--- config.mk ---
export PLATFORM = sky130hd
export DESIGN_NAME = spi_blk_erase_seq
export DESIGN_NICKNAME = d
export VERILOG_FILES = /design/src/rtl/bes_pkg.sv /design/src/rtl/bes_timer.sv /design/src/rtl/bes_spi_byte.sv /design/src/rtl/spi_blk_erase_seq.sv
export SDC_FILE = /design/constraint.sdc
export NUM_CORES = 1
export LEC_CHECK = 0
export ABC_AREA = 1
export BUFFER_PORTS_ARGS = -buffer_cell sky130_fd_sc_hd__buf_2
export CAP_MARGIN = 20
export CORE_ASPECT_RATIO = 1.75
export CORE_UTILIZATION = 50
export CTS_CLUSTER_DIAMETER = 60
export DETAILED_ROUTE_END_ITERATION = 8
export PLACE_DENSITY = 0.78
export RECOVER_POWER = 25
export SETUP_SLACK_MARGIN = 0.05
export SLEW_MARGIN = 5
export SYNTH_ARGS = -nofsm -noshare
export SYNTH_HDL_FRONTEND = slang
export SYNTH_SLANG_ARGS = --single-unit
export TNS_END_PERCENT = 100
--- constraint.sdc ---
create_clock -name clk -period 3 [get_ports clk]
set_input_delay 0.3 -clock clk [delete_from_list [all_inputs] [get_ports clk]]
set_output_delay 0.3 -clock clk [all_outputs]
set_load 0.05 [all_outputs]
--- src/rtl/bes_pkg.sv ---
package bes_pkg;

    localparam int ADDR_W   = 24;
    localparam int BLK_LSB  = 16;
    localparam int BUSY_BIT = 0;

    localparam logic [7:0] OP_WREN  = 8'h06;
    localparam logic [7:0] OP_ERASE = 8'hD8;
    localparam logic [7:0] OP_RDSR  = 8'h05;

    typedef enum logic [1:0] {
        FR_WREN,
        FR_ERASE,
        FR_STAT
    } frame_e;

    typedef enum logic [2:0] {
        S_IDLE,
        S_LOAD,
        S_XFER,
        S_GAP,
        S_WAIT
    } seq_e;

    typedef struct packed {
        frame_e     kind;
        logic [1:0] idx;
    } cursor_t;

    // Byte to shift out for a given frame and byte position.
    function automatic logic [7:0] frame_byte(frame_e k, logic [1:0] i,
                                              logic [ADDR_W-1:0] a);
        logic [7:0] b;
        b = 8'h00;
        case (k)
            FR_WREN:  b = OP_WREN;
            FR_ERASE: begin
                if (i == 2'd0)      b = OP_ERASE;
                else if (i == 2'd1) b = a[ADDR_W-1:BLK_LSB];
                else                b = 8'h00;
            end
            FR_STAT:  b = (i == 2'd0) ? OP_RDSR : 8'h00;
            default:  b = 8'h00;
        endcase
        return b;
    endfunction

    // Index of the final byte in each frame.
    function automatic logic [1:0] frame_last(frame_e k);
        case (k)
            FR_WREN:  return 2'd0;
            FR_ERASE: return 2'd3;
            default:  return 2'd1;
        endcase
    endfunction

    function automatic logic status_busy(logic [7:0] s);
        return s[BUSY_BIT];
    endfunction

endpackage

--- src/rtl/bes_timer.sv ---
module bes_timer #(
    parameter int W = 4
) (
    input  logic         clk,
    input  logic         rst,
    input  logic         load,
    input  logic [W-1:0] val,
    output logic         zero
);
    logic [W-1:0] cnt;

    always_ff @(posedge clk) begin
        if (rst)              cnt <= '0;
        else if (load)        cnt <= val;
        else if (cnt != '0)   cnt <= cnt - 1'b1;
    end

    assign zero = (cnt == '0);
endmodule

--- src/rtl/bes_spi_byte.sv ---
module bes_spi_byte #(
    parameter int HALF_DIV = 2
) (
    input  logic       clk,
    input  logic       rst,
    input  logic       go,
    input  logic [7:0] tx_byte,
    input  logic       miso,
    output logic       sclk,
    output logic       mosi,
    output logic [7:0] rx_byte,
    output logic       byte_done
);
    localparam int HW = (HALF_DIV > 1) ? $clog2(HALF_DIV) : 1;

    logic [HW-1:0] half_cnt;
    logic [2:0]    bit_cnt;
    logic [7:0]    sr;
    logic [7:0]    rx;
    logic          active;
    logic          sclk_q;

    always_ff @(posedge clk) begin
        if (rst) begin
            half_cnt  <= '0;
            bit_cnt   <= '0;
            sr        <= '0;
            rx        <= '0;
            active    <= 1'b0;
            sclk_q    <= 1'b0;
            byte_done <= 1'b0;
        end else begin
            byte_done <= 1'b0;
            if (go) begin
                sr       <= tx_byte;
                active   <= 1'b1;
                half_cnt <= '0;
                bit_cnt  <= '0;
                sclk_q   <= 1'b0;
            end else if (active) begin
                if (half_cnt == HW'(HALF_DIV - 1)) begin
                    half_cnt <= '0;
                    if (!sclk_q) begin
                        sclk_q <= 1'b1;
                        rx     <= {rx[6:0], miso};
                    end else begin
                        sclk_q <= 1'b0;
                        if (bit_cnt == 3'd7) begin
                            active    <= 1'b0;
                            byte_done <= 1'b1;
                        end else begin
                            bit_cnt <= bit_cnt + 3'd1;
                            sr      <= {sr[6:0], 1'b0};
                        end
                    end
                end else begin
                    half_cnt <= half_cnt + 1'b1;
                end
            end
        end
    end

    assign sclk    = sclk_q;
    assign mosi    = sr[7];
    assign rx_byte = rx;
endmodule

--- src/rtl/spi_blk_erase_seq.sv ---
module spi_blk_erase_seq
    import bes_pkg::*;
#(
    parameter int HALF_DIV  = 2,
    parameter int CS_GAP    = 4,
    parameter int POLL_WAIT = 6,
    parameter int MAX_POLLS = 8
) (
    input  logic              clk,
    input  logic              rst,
    input  logic              start,
    input  logic [ADDR_W-1:0] addr,
    output logic              busy,
    output logic              done,
    output logic              timeout_err,
    output logic              sclk,
    output logic              cs_n,
    output logic              mosi,
    input  logic              miso
);
    localparam int TMAX = (CS_GAP > POLL_WAIT) ? CS_GAP : POLL_WAIT;
    localparam int TW   = $clog2(TMAX + 1);
    localparam int PW   = $clog2(MAX_POLLS + 1);

    seq_e              st;
    cursor_t           cur;
    logic [ADDR_W-1:0] addr_q;
    logic              cs_q, busy_q, done_q, to_q, stat_busy;
    logic [PW-1:0]     poll_cnt;

    logic              go, byte_done, tmr_load, tmr_zero, last_byte;
    logic [7:0]        tx_byte, rx_byte;
    logic [TW-1:0]     tmr_val;

    bes_spi_byte #(.HALF_DIV(HALF_DIV)) u_shift (
        .clk(clk), .rst(rst), .go(go), .tx_byte(tx_byte), .miso(miso),
        .sclk(sclk), .mosi(mosi), .rx_byte(rx_byte), .byte_done(byte_done)
    );

    bes_timer #(.W(TW)) u_tmr (
        .clk(clk), .rst(rst), .load(tmr_load), .val(tmr_val), .zero(tmr_zero)
    );

    assign last_byte = (cur.idx == frame_last(cur.kind));

    always_comb begin
        go       = 1'b0;
        tx_byte  = frame_byte(cur.kind, cur.idx, addr_q);
        tmr_load = 1'b0;
        tmr_val  = '0;
        case (st)
            S_LOAD: go = 1'b1;
            S_XFER: if (byte_done && last_byte) begin
                tmr_load = 1'b1;
                tmr_val  = TW'(CS_GAP);
            end
            S_GAP: if (tmr_zero && cur.kind == FR_STAT && stat_busy &&
                       poll_cnt != PW'(MAX_POLLS - 1)) begin
                tmr_load = 1'b1;
                tmr_val  = TW'(POLL_WAIT);
            end
            default: ;
        endcase
    end

    always_ff @(posedge clk) begin
        if (rst) begin
            st        <= S_IDLE;
            cur       <= cursor_t'{kind: FR_WREN, idx: 2'd0};
            addr_q    <= '0;
            cs_q      <= 1'b1;
            busy_q    <= 1'b0;
            done_q    <= 1'b0;
            to_q      <= 1'b0;
            stat_busy <= 1'b0;
            poll_cnt  <= '0;
        end else begin
            done_q <= 1'b0;
            to_q   <= 1'b0;
            case (st)
                S_IDLE: if (start) begin
                    addr_q   <= addr;
                    cur      <= cursor_t'{kind: FR_WREN, idx: 2'd0};
                    cs_q     <= 1'b0;
                    busy_q   <= 1'b1;
                    poll_cnt <= '0;
                    st       <= S_LOAD;
                end
                S_LOAD: st <= S_XFER;
                S_XFER: if (byte_done) begin
                    if (cur.kind == FR_STAT && cur.idx == 2'd1)
                        stat_busy <= status_busy(rx_byte);
                    if (last_byte) begin
                        cs_q <= 1'b1;
                        st   <= S_GAP;
                    end else begin
                        cur.idx <= cur.idx + 2'd1;
                        st      <= S_LOAD;
                    end
                end
                S_GAP: if (tmr_zero) begin
                    case (cur.kind)
                        FR_WREN: begin
                            cur  <= cursor_t'{kind: FR_ERASE, idx: 2'd0};
                            cs_q <= 1'b0;
                            st   <= S_LOAD;
                        end
                        FR_ERASE: begin
                            cur  <= cursor_t'{kind: FR_STAT, idx: 2'd0};
                            cs_q <= 1'b0;
                            st   <= S_LOAD;
                        end
                        default: begin
                            if (!stat_busy) begin
                                done_q <= 1'b1;
                                busy_q <= 1'b0;
                                st     <= S_IDLE;
                            end else if (poll_cnt == PW'(MAX_POLLS - 1)) begin
                                to_q   <= 1'b1;
                                busy_q <= 1'b0;
                                st     <= S_IDLE;
                            end else begin
                                poll_cnt <= poll_cnt + 1'b1;
                                st       <= S_WAIT;
                            end
                        end
                    endcase
                end
                S_WAIT: if (tmr_zero) begin
                    cur  <= cursor_t'{kind: FR_STAT, idx: 2'd0};
                    cs_q <= 1'b0;
                    st   <= S_LOAD;
                end
                default: st <= S_IDLE;
            endcase
        end
    end

    assign cs_n        = cs_q;
    assign busy        = busy_q;
    assign done        = done_q;
    assign timeout_err = to_q;
endmodule

==> results.toml <==
[timing]
setup_ws_ns = 1.15
tns_ns = 0
fin_crit_ns = 1.85
finalHoldWorstSlack_ns = 0.265
clock-skew-final_ns = 0.0104
finalSetupViolCount = 0
hold_viol = 0
period_share_pct = 61.8
slew_viol_final = 0
max_slew.worst_pin.slew_ns = 0.630
max_slew_margin_pct = 57.9
rsz0062_at_grt = "false"
max_freq_mhz = 540

[power_and_ir_drop]
power.density_mw_per_mm2 = 857
p_comb_share_pct = 39.4
ir_drop_mv = 0.620
p_switching_mw = 0.830
cellLeakagePower_nw = 0.980
internal_power_mw = 1.12
power.total_mw = 1.95
clkPwrFrac_pct = 20.9
switching_share_pct = 42.5
pwr-share-seq_pct = 39.7

[finish]
final_net_count = 344
area_growth_pct = 10.4
drive_gt1_share_pct = 10.0
antennaDiodeCount = 0

[synth]
ys_seq_area_share_pct = 41.7
yosysWarnings = 0
synth_top_area_share_pct = 41.7
netlist_area_mm2 = 0.00206
yosys-top-cells-count = "nand2_1, dfxtp_1, a21oi_1"
synth_edf_count = 0
ys.flop_type = "dfxtp_1"
yosysTopAreaCell = "dfxtp_1"
syn_avg_cell_area_um2 = 7.09
yosys.cell_types.count = 30
synth.area.top_cells = "dfxtp_1, nand2_1, a21oi_1"
syn_inst = 291
synth-async-reset-ratio_pct = 0
synth_fp_nets = 326
yosysMostFrequentCell = "nand2_1"
ys_ff_latch = 43

[setup_path]
slowest_delay_ns = 0.51
cp-end-kind = "flip-flop"
cp.arrival_ns = 2.08
start_kind = "flip-flop"
cp_slowest_cell = "dfxtp_1"
worst-path-max-fanout = 14
path_common_cell = "a21oi_1"
required_ns = 3.23
crit_type = "reg -> reg"
cp_cell_sequence = "nand3_1 -> or2_1 -> nor3_1 -> a21oi_1 -> a21oi_1"

[clock_network]
cts_root_buf = "clkbuf_8"
post_cts_resized = 0
post_cts_buffers = 0
numCtsBuffers = 5
clock_sinks = 43
clk_pin_slew_ns = 0.08
hold_buffers = 0
clockBufferDepth = 2
worstSkewPairLatency_ns = 0.30
cts_tree = "built"
htree_num_levels = 2

[die]
die_w_um = 50.6
die_area_mm2 = 0.00440
io_pins = 34
row_count = 30
fp.coreArea_mm2 = 0.00390
start_util_pct = 52.9
die_y_um = 87.0

[run]
max-cap-violations = 0

[outcome]
outcome = "finished, final reports clean"

[place]
post-place-ws_ns = 1.13
hpwlAfterDp_mm = 3.33
portBuffers = 17
place.gp.congestion = 0.909

[routing]
ant_nets = 0
wl_per_cell_um = 12.6
post_drt_via_cell_ratio = 5.34
drc = 0
wirelength_mm = 4.51
firstDrtPassIters = 4
dr.first_iter.drc_count = 49
num_vias = 1910

[worst_hold_path]
hold_class = "in -> reg"

[global_routing]
grt_pass1_vias = 1774
grt_start_max_net_pins = 24
grt_usage_pct = 22.5
antenna_found_initial = 0
overflow = 0
grt_pass1_wl_mm = 7.51
==> cells in the final DEF (no fill, tap or decap), types with 3 or more instances in the layout <==
cell type	synthesis	routed
nand2_1	53	53
inv_2	3	3
nand3_1	21	21
a21oi_1	37	37
nor3_1	6	6
dfxtp_1	43	43
nand4_1	4	4
clkbuf_8	0	7
nor2_1	35	35
nor2_2	4	4
ha_1	7	7
buf_2	3	11
o21ai_0	22	22
inv_1	30	30
clkbuf_1	3	6
==> path summary, 6_finish.rpt <==
kind | cells past startpoint | to | slack, ns | from
worst max-delay path | 5 | u_shift.sr[5] | 1.15 | st[0]
worst min-delay path | 3 | addr_q[23] | 0.26 | addr[23]
worst max register to register | 5 | u_shift.sr[5] | 1.15 | st[0]
worst min register to register | 1 | done | 0.44 | stat_busy
==> sequential cells by signal, indices dropped and copies added (netlist names), 3 cells and up <==
register and flops:
addr_q 8, poll_cnt 4, u_tmr.cnt 3, cur 4, u_shift.sr 8, u_shift.bit_cnt 3
st 3
==> cells by family after synthesis <==
logic type | synth area share, %
flip-flops | 41.7
adder cells (fa/ha/maj) | 4.24
XOR/XNOR | 0.424
AND/OR/NAND/NOR | 29.3
AO/OA/AOI/OAI | 17.0
buffers and inverters | 7.27
==> per-layer routing <==
layer / up-vias / routed length (um) / global-route usage, %
met3: 17 / 117 / 3.84
met1: 859 / 1780 / 23.0
met4: 0 / 195 / 14.1
met2: 36 / 2410 / 41.2
li1: 998 / - / -
met5: - / 0 / 0
==> power by group through the flow <==
stage | Clock, mW | Combinational, mW | Sequential (mW)
after floorplan | 0 | 0.563 | 0.825
after global placement | 0 | 0.755 | 0.782
after detailed placement | 0 | 0.766 | 0.784
after CTS | 0.416 | 0.776 | 0.771
after global routing | 0.436 | 0.876 | 0.786
final | 0.409 | 0.769 | 0.775
==> through the flow <==
| step | instances | utilization, % | cell area [um^2] |
|---|---|---|---|
| 5_1_grt | 358 | 58.4 | 2280 |
| 6_report | 358 | 58.4 | 2280 |
| 3_5_place_dp | 350 | 55.9 | 2180 |
| 3_3_place_gp | 350 | 55.9 | 2180 |
| 2_1_floorplan | 291 | - | 2060 |
| 4_1_cts | 358 | 58.6 | 2290 |
==> area by class of cell <==
class / instances / area [um^2]
Inverter: 33 / 124
Clock buffer: 7 / 96.3
Fill cell: 391 / 1620
Timing Repair Buffer: 17 / 77.6
Multi-Input combinational cell: 209 / 1050
Tap cell: 48 / 60.1
Sequential cell: 43 / 861
Clock inverter: 1 / 7.51
==> critical path: cells and delay by family (launching register included) <==
| kind | cells | cell delay (ns) |
|---|---|---|
| flops | 1 | 0.51 |
| compound gates | 2 | 0.21 |
| simple gates | 3 | 1.06 |
(Power assumes the default switching activity.)
